$ cat config.mk
export PLATFORM = sky130hd
export DESIGN_NAME = rtcc_top
export DESIGN_NICKNAME = d
export VERILOG_FILES = /design/src/rtl/rtcc_pkg.sv /design/src/rtl/rtcc_regs.sv /design/src/rtl/rtcc_count.sv /design/src/rtl/rtcc_flags.sv /design/src/rtl/rtcc_top.sv
export SDC_FILE = /design/constraint.sdc
export NUM_CORES = 1
export LEC_CHECK = 0
export CORE_MARGIN = 2
export CORE_UTILIZATION = 50
export CTS_CLUSTER_DIAMETER = 60
export CTS_CLUSTER_SIZE = 14
export DETAILED_ROUTE_END_ITERATION = 7
export DONT_BUFFER_PORTS = 1
export PLACE_DENSITY_LB_ADDON = 0.3
export SLEW_MARGIN = 20
export SYNTH_ARGS = -nofsm -noshare
export SYNTH_HDL_FRONTEND = slang
export SYNTH_SLANG_ARGS = --single-unit
$ cat constraint.sdc
create_clock -name clk -period 3.7 [get_ports clk]
set_input_delay 0.185 -clock clk [delete_from_list [all_inputs] [get_ports clk]]
set_output_delay 0.185 -clock clk [all_outputs]
set_load 0.005 [all_outputs]
$ cat src/rtl/rtcc_pkg.sv
package rtcc_pkg;

    localparam int DATA_W = 32;
    localparam int NFLG   = 3;
    localparam int NSYNC  = 3;

    // register byte offsets (software decodes these)
    localparam int unsigned OFF_CTRL = 32'h00;
    localparam int unsigned OFF_CNT  = 32'h04;
    localparam int unsigned OFF_CMP0 = 32'h08;
    localparam int unsigned OFF_CMP1 = 32'h0C;
    localparam int unsigned OFF_FLG  = 32'h10;
    localparam int unsigned OFF_FSET = 32'h14;
    localparam int unsigned OFF_FCLR = 32'h18;
    localparam int unsigned OFF_IEN  = 32'h1C;
    localparam int unsigned OFF_HOLD = 32'h20;
    localparam int unsigned OFF_PEND = 32'h24;

    // flag bit positions
    localparam int FLG_WRAP = 0;
    localparam int FLG_M0   = 1;
    localparam int FLG_M1   = 2;

    // pending bit positions
    localparam int SY_CTRL = 0;
    localparam int SY_CMP0 = 1;
    localparam int SY_CMP1 = 2;

    typedef struct packed {
        logic top0;    // bit 2
        logic dbgrun;  // bit 1
        logic en;      // bit 0
    } ctrl_t;

endpackage

$ cat src/rtl/rtcc_regs.sv
module rtcc_regs
    import rtcc_pkg::*;
#(
    parameter int CNT_W    = 24,
    parameter int BUSY_CYC = 2
) (
    input  logic               clk,
    input  logic               rst_n,
    input  logic               wr_ctrl,
    input  logic               wr_cmp0,
    input  logic               wr_cmp1,
    input  logic               wr_ien,
    input  logic               wr_hold,
    input  logic [CNT_W-1:0]   wdata,
    output ctrl_t              ctrl,
    output logic [CNT_W-1:0]   cmp0,
    output logic [CNT_W-1:0]   cmp1,
    output logic [NFLG-1:0]    ien,
    output logic               hold,
    output logic [NSYNC-1:0]   busy
);
    localparam int BW = $clog2(BUSY_CYC + 1);
    localparam logic [BW-1:0] BUSY_LD = BW'(BUSY_CYC);

    typedef struct packed {
        ctrl_t                       ctrl;
        ctrl_t                       ctrl_sh;
        logic [CNT_W-1:0]            cmp0;
        logic [CNT_W-1:0]            cmp1;
        logic [CNT_W-1:0]            cmp0_sh;
        logic [CNT_W-1:0]            cmp1_sh;
        logic [NSYNC-1:0]            pend;
        logic [NSYNC-1:0][BW-1:0]    bcnt;
        logic [NFLG-1:0]             ien;
        logic                        hold;
    } st_t;

    st_t st_d, st_q;

    always_comb begin
        st_d = st_q;
        for (int j = 0; j < NSYNC; j++) begin
            if (st_q.bcnt[j] != '0) begin
                st_d.bcnt[j] = st_q.bcnt[j] - 1'b1;
            end
        end

        if (wr_ien) begin
            st_d.ien = wdata[NFLG-1:0];
        end

        if (wr_ctrl) begin
            if (st_q.hold) begin
                st_d.ctrl_sh       = ctrl_t'(wdata[2:0]);
                st_d.pend[SY_CTRL] = 1'b1;
            end else begin
                st_d.ctrl          = ctrl_t'(wdata[2:0]);
                st_d.bcnt[SY_CTRL] = BUSY_LD;
            end
        end

        if (wr_cmp0) begin
            if (st_q.hold) begin
                st_d.cmp0_sh       = wdata;
                st_d.pend[SY_CMP0] = 1'b1;
            end else begin
                st_d.cmp0          = wdata;
                st_d.bcnt[SY_CMP0] = BUSY_LD;
            end
        end

        if (wr_cmp1) begin
            if (st_q.hold) begin
                st_d.cmp1_sh       = wdata;
                st_d.pend[SY_CMP1] = 1'b1;
            end else begin
                st_d.cmp1          = wdata;
                st_d.bcnt[SY_CMP1] = BUSY_LD;
            end
        end

        if (wr_hold) begin
            st_d.hold = wdata[0];
            if (st_q.hold && !wdata[0]) begin
                if (st_q.pend[SY_CTRL]) begin
                    st_d.ctrl          = st_q.ctrl_sh;
                    st_d.bcnt[SY_CTRL] = BUSY_LD;
                end
                if (st_q.pend[SY_CMP0]) begin
                    st_d.cmp0          = st_q.cmp0_sh;
                    st_d.bcnt[SY_CMP0] = BUSY_LD;
                end
                if (st_q.pend[SY_CMP1]) begin
                    st_d.cmp1          = st_q.cmp1_sh;
                    st_d.bcnt[SY_CMP1] = BUSY_LD;
                end
                st_d.pend = '0;
            end
        end
    end

    always_ff @(posedge clk or negedge rst_n) begin
        if (!rst_n) begin
            st_q <= '0;
        end else begin
            st_q <= st_d;
        end
    end

    for (genvar j = 0; j < NSYNC; j++) begin : g_busy
        assign busy[j] = st_q.pend[j] | (st_q.bcnt[j] != '0);
    end

    assign ctrl = st_q.ctrl;
    assign cmp0 = st_q.cmp0;
    assign cmp1 = st_q.cmp1;
    assign ien  = st_q.ien;
    assign hold = st_q.hold;

endmodule

$ cat src/rtl/rtcc_count.sv
module rtcc_count
    import rtcc_pkg::*;
#(
    parameter int CNT_W = 24
) (
    input  logic               clk,
    input  logic               rst_n,
    input  ctrl_t              ctrl,
    input  logic [CNT_W-1:0]   cmp0,
    input  logic [CNT_W-1:0]   cmp1,
    input  logic               tick_en,
    input  logic               dbg_halt,
    output logic [CNT_W-1:0]   cnt,
    output logic [NFLG-1:0]    evt
);
    localparam logic [CNT_W-1:0] CNT_MAX = '1;

    typedef struct packed {
        logic [CNT_W-1:0] cnt;
    } st_t;

    st_t  st_d, st_q;
    logic adv;
    logic at_top;

    always_comb begin
        adv    = ctrl.en && tick_en && (!dbg_halt || ctrl.dbgrun);
        at_top = (ctrl.top0 && (st_q.cnt == cmp0)) || (st_q.cnt == CNT_MAX);

        evt           = '0;
        evt[FLG_WRAP] = adv && at_top;
        evt[FLG_M0]   = adv && (st_q.cnt == cmp0);
        evt[FLG_M1]   = adv && (st_q.cnt == cmp1);

        st_d = st_q;
        if (adv) begin
            st_d.cnt = at_top ? '0 : st_q.cnt + 1'b1;
        end
    end

    always_ff @(posedge clk or negedge rst_n) begin
        if (!rst_n) begin
            st_q <= '0;
        end else begin
            st_q <= st_d;
        end
    end

    assign cnt = st_q.cnt;

endmodule

$ cat src/rtl/rtcc_flags.sv
module rtcc_flags
    import rtcc_pkg::*;
(
    input  logic               clk,
    input  logic               rst_n,
    input  logic [NFLG-1:0]    set_mask,
    input  logic [NFLG-1:0]    clr_mask,
    input  logic [NFLG-1:0]    evt,
    input  logic [NFLG-1:0]    ien,
    output logic [NFLG-1:0]    flags,
    output logic               irq
);
    typedef struct packed {
        logic [NFLG-1:0] flg;
    } st_t;

    st_t st_d, st_q;

    // priority: software set > hardware event > software clear
    always_comb begin
        st_d     = st_q;
        st_d.flg = (st_q.flg & ~clr_mask) | evt | set_mask;
    end

    always_ff @(posedge clk or negedge rst_n) begin
        if (!rst_n) begin
            st_q <= '0;
        end else begin
            st_q <= st_d;
        end
    end

    assign flags = st_q.flg;
    assign irq   = |(st_q.flg & ien);

endmodule

$ cat src/rtl/rtcc_top.sv
module rtcc_top
    import rtcc_pkg::*;
#(
    parameter int CNT_W    = 24,
    parameter int ADDR_W   = 8,
    parameter int BUSY_CYC = 2
) (
    input  logic               clk,
    input  logic               rst_n,
    input  logic               tick_en,
    input  logic               dbg_halt,
    input  logic [ADDR_W-1:0]  bus_addr,
    input  logic               bus_we,
    input  logic [DATA_W-1:0]  bus_wdata,
    output logic [DATA_W-1:0]  bus_rdata,
    output logic               irq
);
    ctrl_t              ctrl_w;
    logic [CNT_W-1:0]   cmp0_w, cmp1_w, cnt_w;
    logic [NFLG-1:0]    ien_w, flags_w, evt_w, set_w, clr_w;
    logic [NSYNC-1:0]   busy_w;
    logic               hold_w;
    logic               wr_ctrl, wr_cmp0, wr_cmp1, wr_ien, wr_hold;
    logic               unused_hi;

    assign unused_hi = ^bus_wdata[DATA_W-1:CNT_W];

    always_comb begin
        wr_ctrl = bus_we && (bus_addr == ADDR_W'(OFF_CTRL));
        wr_cmp0 = bus_we && (bus_addr == ADDR_W'(OFF_CMP0));
        wr_cmp1 = bus_we && (bus_addr == ADDR_W'(OFF_CMP1));
        wr_ien  = bus_we && (bus_addr == ADDR_W'(OFF_IEN));
        wr_hold = bus_we && (bus_addr == ADDR_W'(OFF_HOLD));
        set_w   = (bus_we && (bus_addr == ADDR_W'(OFF_FSET))) ? bus_wdata[NFLG-1:0] : '0;
        clr_w   = (bus_we && (bus_addr == ADDR_W'(OFF_FCLR))) ? bus_wdata[NFLG-1:0] : '0;
    end

    rtcc_regs #(.CNT_W(CNT_W), .BUSY_CYC(BUSY_CYC)) u_regs (
        .clk     (clk),
        .rst_n   (rst_n),
        .wr_ctrl (wr_ctrl),
        .wr_cmp0 (wr_cmp0),
        .wr_cmp1 (wr_cmp1),
        .wr_ien  (wr_ien),
        .wr_hold (wr_hold),
        .wdata   (bus_wdata[CNT_W-1:0]),
        .ctrl    (ctrl_w),
        .cmp0    (cmp0_w),
        .cmp1    (cmp1_w),
        .ien     (ien_w),
        .hold    (hold_w),
        .busy    (busy_w)
    );

    rtcc_count #(.CNT_W(CNT_W)) u_count (
        .clk      (clk),
        .rst_n    (rst_n),
        .ctrl     (ctrl_w),
        .cmp0     (cmp0_w),
        .cmp1     (cmp1_w),
        .tick_en  (tick_en),
        .dbg_halt (dbg_halt),
        .cnt      (cnt_w),
        .evt      (evt_w)
    );

    rtcc_flags u_flags (
        .clk      (clk),
        .rst_n    (rst_n),
        .set_mask (set_w),
        .clr_mask (clr_w),
        .evt      (evt_w),
        .ien      (ien_w),
        .flags    (flags_w),
        .irq      (irq)
    );

    always_comb begin
        bus_rdata = '0;
        case (bus_addr)
            ADDR_W'(OFF_CTRL): bus_rdata = DATA_W'(ctrl_w);
            ADDR_W'(OFF_CNT):  bus_rdata = DATA_W'(cnt_w);
            ADDR_W'(OFF_CMP0): bus_rdata = DATA_W'(cmp0_w);
            ADDR_W'(OFF_CMP1): bus_rdata = DATA_W'(cmp1_w);
            ADDR_W'(OFF_FLG):  bus_rdata = DATA_W'(flags_w);
            ADDR_W'(OFF_IEN):  bus_rdata = DATA_W'(ien_w);
            ADDR_W'(OFF_HOLD): bus_rdata = DATA_W'(hold_w);
            ADDR_W'(OFF_PEND): bus_rdata = DATA_W'(busy_w);
            default:           bus_rdata = '0;
        endcase
    end

endmodule

==> flow_metrics.tcl, run 1 <==
set metrics [dict create \
    run_status "finished clean" \
    maxSlewViolCount 0 \
    synth_edf_count 0 \
    timing.critical_path.cells "xnor2_1 -> nand4_1 -> nor4_4 -> a31o_4 -> and2b_1 -> o21bai_1" \
    design_area_mm2 0.008449 \
    placed_area_mm2 0.007557 \
    grt_start_max_net_pins 143 \
    syn_area_per_cell_um2 10.88 \
    number_of_global_route_vias_before_repair 5339 \
    post-route-drc-count 0 \
    cell_taking_the_most_area_after_synthesis "dfrtp_1" \
    critical_path.startpoint_type "register" \
    numCtsBuffers 17 \
    crit_end "u_flags.flags[0]" \
    post_cts.resized_instances 0 \
    clk_pin_slew_worst_paths_ns 0.06 \
    ys_seq_area_share_pct 46.31 \
    n_antenna_cell 0 \
    max_cap_viol_count 0 \
    coreArea_mm2 0.01509 \
    pin_count 78 \
    initial_utilization_pct 50.85 \
    cts_root_buf "clkbuf_16" \
    synth_top_cells_by_area "dfrtp_1 46%, mux2_4 7.4%, mux2i_1 6.8%" \
    worst_hold_path_type "input pin to register" \
    first_iter_violations 507 \
    period_share_pct 66.85 \
    critical-path-slowest-cell "and2b_1" \
    max_slew_margin_pct 31.40 \
    r2r_start "u_count.cnt[20]" \
    required_time_reported_for_the_critical_path_endpoint_ns 4.04 \
    max_slew.worst_pin.slew_ns 1.029 \
    finalSetupViolations 0 \
    wire_per_inst_um 20.81 \
    timing.critical_path.to_type "register" \
    cp_max_fo 19 \
    leakage_power_total_nw 4.542 \
    critical_path.max_stage_delay_ns 0.59 \
    floorplan.rows 45 \
    worstPathArrival_ns 2.82 \
    final_hold_viol_count 0 \
    setup.worst_path.class "register to register" \
    final_period_minus_worst_setup_slack_ns 2.474 \
    floorplan.die.width_um 127.9 \
    num-nets-final 743 \
    fin_hold_ws_ns 0.02610 \
    chipHeight_um 127.9 \
    postSynthCellCount 705 \
    number_of_cell_instances_on_the_worst_register_to_register_path 6 \
    final_common_cell "dfrtp_1" \
    r2r-end "u_flags.flags[0]" \
    detail_route.wirelength_um 18690 \
    via_per_inst 6.000 \
    clk_path_buf_depth 2 \
    ys.warnings.count 0 \
    drt.antenna.violating_nets 0 \
    detailedPlacementHpwl_um 12030 \
    final_layout_size_suffix_gt1_share_pct 14.93 \
    cts_tree "built" \
    place_congestion 0.9040 \
    post-cts-setup-buffer-count 0 \
    fp.dieArea_mm2 0.01635 \
    clock_insertion_delay_worst_skew_ns 0.43 \
    worstSetupStartpoint "u_count.cnt[20]" \
    achievable-frequency_ghz 0.4043 \
    grt_first_pass_wirelength_um 29690 \
    vias 5388 \
    timing.setup.tns_ns 0 \
    synthesis.area_mm2 0.007672 \
    clock_sinks 142 \
    peakVddDrop_v 0.0003130 \
    most-common-layout-cells "142 x dfrtp_1, 83 x nor2_1, 60 x a21oi_1, 52 x mux2i_1" \
    powerDensity_mw_per_mm2 420.7 \
    setup.reg_to_reg.worst_slack_ns 1.23 \
    portBuffers 0 \
    synth_top_cell_area_share_pct 46.31 \
    ff_latch_count_synth 142 \
    grt_antenna_before_repair 0 \
    area_added_between_synthesis_and_finish_pct 10.13 \
    synthFlopType "dfrtp_1" \
    aggregate_global_routing_overflow 0 \
    detailedRoute.firstPassIterationCount 5 \
    rsz0062_at_grt "false" \
    synth.distinct_cells 52 \
    setup_skew_ns 0.01449 \
    grt_util_all_layers_pct 23.78 \
    cts_htree_levels 4 \
    ys_async_sr_fraction_pct 100.0 \
    p_total_mw 3.555 \
]
## worst max-delay path, delay by kind of cell (launching register included)
kind,cells,cell delay (ns)
and+or+nand+nor,3,1.18
xor gates and xnor gates,1,0.29
AOI/OAI and AO/OA,2,0.46
DFF,1,0.46
## per-layer routing
metal,track usage [%],vias up,share of wire (%),wire length [um]
li1,-,2449,-,-
met1,33.00,2698,44,8300
met2,35.95,198,46,8683
met3,4.967,43,5.8,1077
met4,11.12,0,3.4,629
met5,0,-,0,0
## state kept, by name, indices dropped and copies added, names as in the netlist
| signal | count |
|---|---|
| u_count.cnt | 24 |
| u_flags.flags | 3 |
| u_regs.cmp0 | 24 |
| u_regs.cmp1 | 24 |
| u_regs.ctrl | 3 |
| u_regs.hold | 1 |
| u_regs.ien | 3 |
| u_regs.st_q | 60 |
## cells in the mapped netlist (all sizes together), types with 2 or more instances
cell type / n
a222oi: 23
mux2: 55
a21o: 2
a21oi: 60
a22o: 4
o21ai: 3
clkbuf: 18
xor2: 28
inv: 25
nor4: 9
nor3: 6
a22oi: 3
and2: 2
nand2: 29
nor2b: 5
and2b: 2
or2: 2
buf: 46
nor3b: 2
and4b: 3
xnor2: 38
nand4: 16
and3: 9
nand3: 18
a32oi: 2
mux2i: 52
o31ai: 4
o22ai: 2
nor4b: 2
nor2: 83
dfrtp: 142
## logic make-up (layout without fill, tap and decap cells)
kind of cell	after synthesis	count (layout)	share of synthesized area, %
AND/OR/NAND/NOR	192	192	13.54
flip-flops	142	142	46.31
AO/OA/AOI/OAI	107	107	9.361
multiplexers	107	107	16.72
buffers and inverters	89	87	6.327
XOR/XNOR	66	66	7.534
adder cells (fa/ha/maj)	1	1	0.1631
other	1	8	0.04888
## worst min path at each step
| stage | endpoint | depth (start not counted) | slack, ns | startpoint |
|---|---|---|---|---|
| 2_1_floorplan | u_count.cnt[0] | 0 | -0.11 | rst_n |
| 3_3_place_gp | u_regs.st_q[35] | 0 | -0.10 | rst_n |
| 3_5_place_dp | u_regs.st_q[35] | 0 | -0.10 | rst_n |
| 4_1_cts | u_regs.cmp0[3] | 2 | 0.002 | bus_wdata[3] |
| 5_1_grt | u_flags.flags[2] | 2 | 0.03 | bus_wdata[2] |
| 6_report | u_regs.cmp0[19] | 2 | 0.03 | bus_wdata[19] |
## metrics by stage
| stage | utilization [%] | worst slack, ns | cells |
|---|---|---|---|
| 2_1_floorplan | - | 1.844 | 712 |
| 3_3_place_gp | 50.08 | 1.303 | 838 |
| 3_5_place_dp | 50.08 | 1.247 | 838 |
| 4_1_cts | 56.00 | 1.219 | 898 |
| 5_1_grt | 56.00 | 1.055 | 898 |
| 6_report | 56.00 | 1.226 | 898 |
## where the power goes
part / internal (mW) / total (mW) / leakage [nW] / switching [mW]
Combinational: 0.0860 / 0.199 / 2.30 / 0.113
Clock: 1.02 / 1.72 / 0.288 / 0.697
Sequential: 1.59 / 1.64 / 1.96 / 0.0497
Total: 2.70 / 3.55 / 4.54 / 0.860
## cell type report
type	instances	area (um2)
Fill cell	1279	6640
Multi-Input combinational cell	481	3660
Sequential cell	142	3553
Clock buffer	18	439.2
Timing Repair Buffer	30	312.8
Tap cell	188	235.2
Clock inverter	14	155.1
Inverter	25	93.84
## repair_timing
action / 4_1_cts / 5_1_grt
endpoints found under the hold margin: 251 / 0
endpoints found under the setup margin: 0 / 0
hold buffers: 28 / 0
(Power assumes the default switching activity.)
==> inputs of run 2 (changes only) <==
==> constraint.sdc (replaced) <==
create_clock -name clk -period 2.3 [get_ports clk]
set_input_delay 0.115 -clock clk [delete_from_list [all_inputs] [get_ports clk]]
set_output_delay 0.115 -clock clk [all_outputs]
set_load 0.005 [all_outputs]
==> run 2 against run 1 <==
The run now ends with hold timing left. Clock skew down 0.0064 ns. Combinational power up 43%. Die area unchanged. Worst setup slack worse by 1.1 ns. Sequential share of layout area down 0.47 points. Critical path type unchanged. Critical endpoint unchanged. Largest cell class unchanged.
==> flow_metrics.tcl, run 2 (synthesized netlist as in run 1, its figures left out) <==
set metrics [dict create \
    run_status "complete, but fails checks" \
    failed_checks "hold timing" \
    clock_insertion_delay_worst_skew_ns 0.43 \
    timing.setup.tns_ns 0 \
    grt_first_pass_wirelength_um 30330 \
    wire_per_inst_um 21.07 \
    clk_pin_slew_worst_paths_ns 0.06 \
    critical_path.startpoint_type "register" \
    numCtsBuffers 17 \
    detailedRoute.firstPassIterationCount 6 \
    switching_power_mw 1.302 \
    critical-path-slowest-cell "dfrtp_1" \
    num-nets-final 758 \
    powerDensity_mw_per_mm2 657.9 \
    worst_hold_path_type "input pin to asynchronous set/reset pin" \
    most-common-layout-cells "142 x dfrtp_1, 83 x nor2_1, 60 x a21oi_1, 52 x mux2i_1" \
    max_cap_viol_count 0 \
    grt_util_all_layers_pct 24.29 \
    detailedPlacementHpwl_um 12540 \
    cts_root_buf "clkbuf_16" \
    rsz0062_at_grt "false" \
    final_common_cell "dfrtp_1" \
    n_antenna_cell 0 \
    initial_utilization_pct 50.85 \
    cp_max_fo 19 \
    worstPathArrival_ns 2.51 \
    aggregate_global_routing_overflow 0 \
    post_cts.resized_instances 0 \
    seq_power_share_pct 46.8 \
    maxSlewViolCount 0 \
    r2r_start "u_count.cnt[1]" \
    final_layout_size_suffix_gt1_share_pct 16.30 \
    grt_start_max_net_pins 143 \
    fin_hold_ws_ns -0.6134 \
    grt_antenna_before_repair 0 \
    multiInputGateArea_mm2 0.003660 \
    clockPowerShare_pct 48.2 \
    largest_reg_flops 60 \
    max_slew.worst_pin.slew_ns 0.5755 \
    max_slew_margin_pct 61.63 \
    cts_tree "built" \
    finalSetupViolations 0 \
    floorplan.rows 45 \
    place_congestion 0.9012 \
    final_hold_viol_count 142 \
    coreArea_mm2 0.01509 \
    chipHeight_um 127.9 \
    drt.antenna.violating_nets 0 \
    peakVddDrop_v 0.0005601 \
    fillCellCount 1279 \
    worstSetupStartpoint "u_count.cnt[1]" \
    detail_route.wirelength_um 19220 \
    setup.worst_path.class "register to register" \
    period_share_pct 95.31 \
    setup_skew_ns 0.008103 \
    internal_power_mw 4.319 \
    number_of_global_route_vias_before_repair 5446 \
    achievable-frequency_ghz 0.4562 \
    final_period_minus_worst_setup_slack_ns 2.192 \
    vias 5428 \
    pin_count 78 \
    power.share.combinational_pct 5.0 \
    clk_path_buf_depth 2 \
    cts_htree_levels 4 \
    registers.top_by_ff_count "u_regs.st_q" \
    floorplan.die.width_um 127.9 \
    clock_sinks 142 \
    fp.dieArea_mm2 0.01635 \
    register_area_mm2 0.003553 \
    via_per_inst 5.952 \
    timing.critical_path.cells "ha_1 -> nand3_1 -> nor3_1 -> and4_1 -> a31o_4 -> and2b_1 -> buf_4 -> o21bai_1" \
    leakage_power_total_nw 4.619 \
    cts_hold_buffers 29 \
    switching_share_pct 23.16 \
    portBuffers 0 \
    critical_path.max_stage_delay_ns 0.49 \
    postLayoutCoreUtil_pct 56.63 \
    area_added_between_synthesis_and_finish_pct 11.37 \
    timing.critical_path.to_type "register" \
    post-route-drc-count 0 \
    post-cts-setup-buffer-count 0 \
    first_iter_violations 432 \
    required_time_reported_for_the_critical_path_endpoint_ns 2.62 \
]
-- run 2: stage by stage --
| step | power (mW) | setup WS [ns] | instance area (um2) | std cells | hold WS (ns) |
|---|---|---|---|---|---|
| 4_1_cts | 5.656 | 0.1722 | 8544 | 912 | -0.6220 |
| 2_1_floorplan | 2.833 | 0.4445 | 7699 | 712 | -0.1806 |
| 3_3_place_gp | 2.878 | 0.2323 | 7675 | 852 | -0.1729 |
| 6_report | 5.621 | 0.1079 | 8544 | 912 | -0.6134 |
| 3_5_place_dp | 2.887 | 0.1836 | 7675 | 852 | -0.1723 |
| 5_1_grt | 5.787 | 0.03225 | 8544 | 912 | -0.6268 |
-- run 2: worst max-delay path: cells and delay by family, from the launching register on --
family / cells / cell delay, ns
AND/OR/NAND/NOR: 4 / 0.75
AO/OA/AOI/OAI: 2 / 0.34
buffers and inverters: 1 / 0.24
flip-flops: 1 / 0.49
adder cells (fa/ha/maj): 1 / 0.27
-- run 2: power groups by stage --
stage          clock network, mW  logic [mW]  registers [mW]
6_report                    2.71       0.284            2.63
5_1_grt                     2.84       0.310            2.63
4_1_cts                     2.75       0.282            2.63
3_5_place_dp                   0       0.216            2.67
3_3_place_gp                   0       0.211            2.67
2_1_floorplan                  0       0.185            2.65
-- run 2: cell type report --
class | count | share of cell area [%]
repair buffers | 45 | 4.949
well taps | 188 | 2.753
inverters | 25 | 1.098
clock buffers | 18 | 5.140
multi-input cells | 481 | 42.83
clock inverters | 13 | 1.640
flip-flops and latches | 142 | 41.59
-- run 2: path summary, 6_finish.rpt --
path / end / slack (ns) / cells past startpoint
worst min register to register: u_regs.st_q[4] / 0.46 / 1
min in group clk: u_flags.flags[2] / 0.01 / 3
max in group asynchronous: u_regs.cmp1[9] / 2.73 / 0
worst min-delay path: u_regs.st_q[41] / -0.61 / 0
worst max register to register: u_flags.flags[0] / 0.11 / 8
worst max-delay path: u_flags.flags[0] / 0.11 / 8
-- run 2: metal layers --
metal	track usage (%)	wire (um)	vias to the layer above
li1	-	-	2484
met2	38.50	9086	195
met1	33.43	8437	2712
met5	0	0	-
met3	3.881	1136	37
met4	10.15	558	0
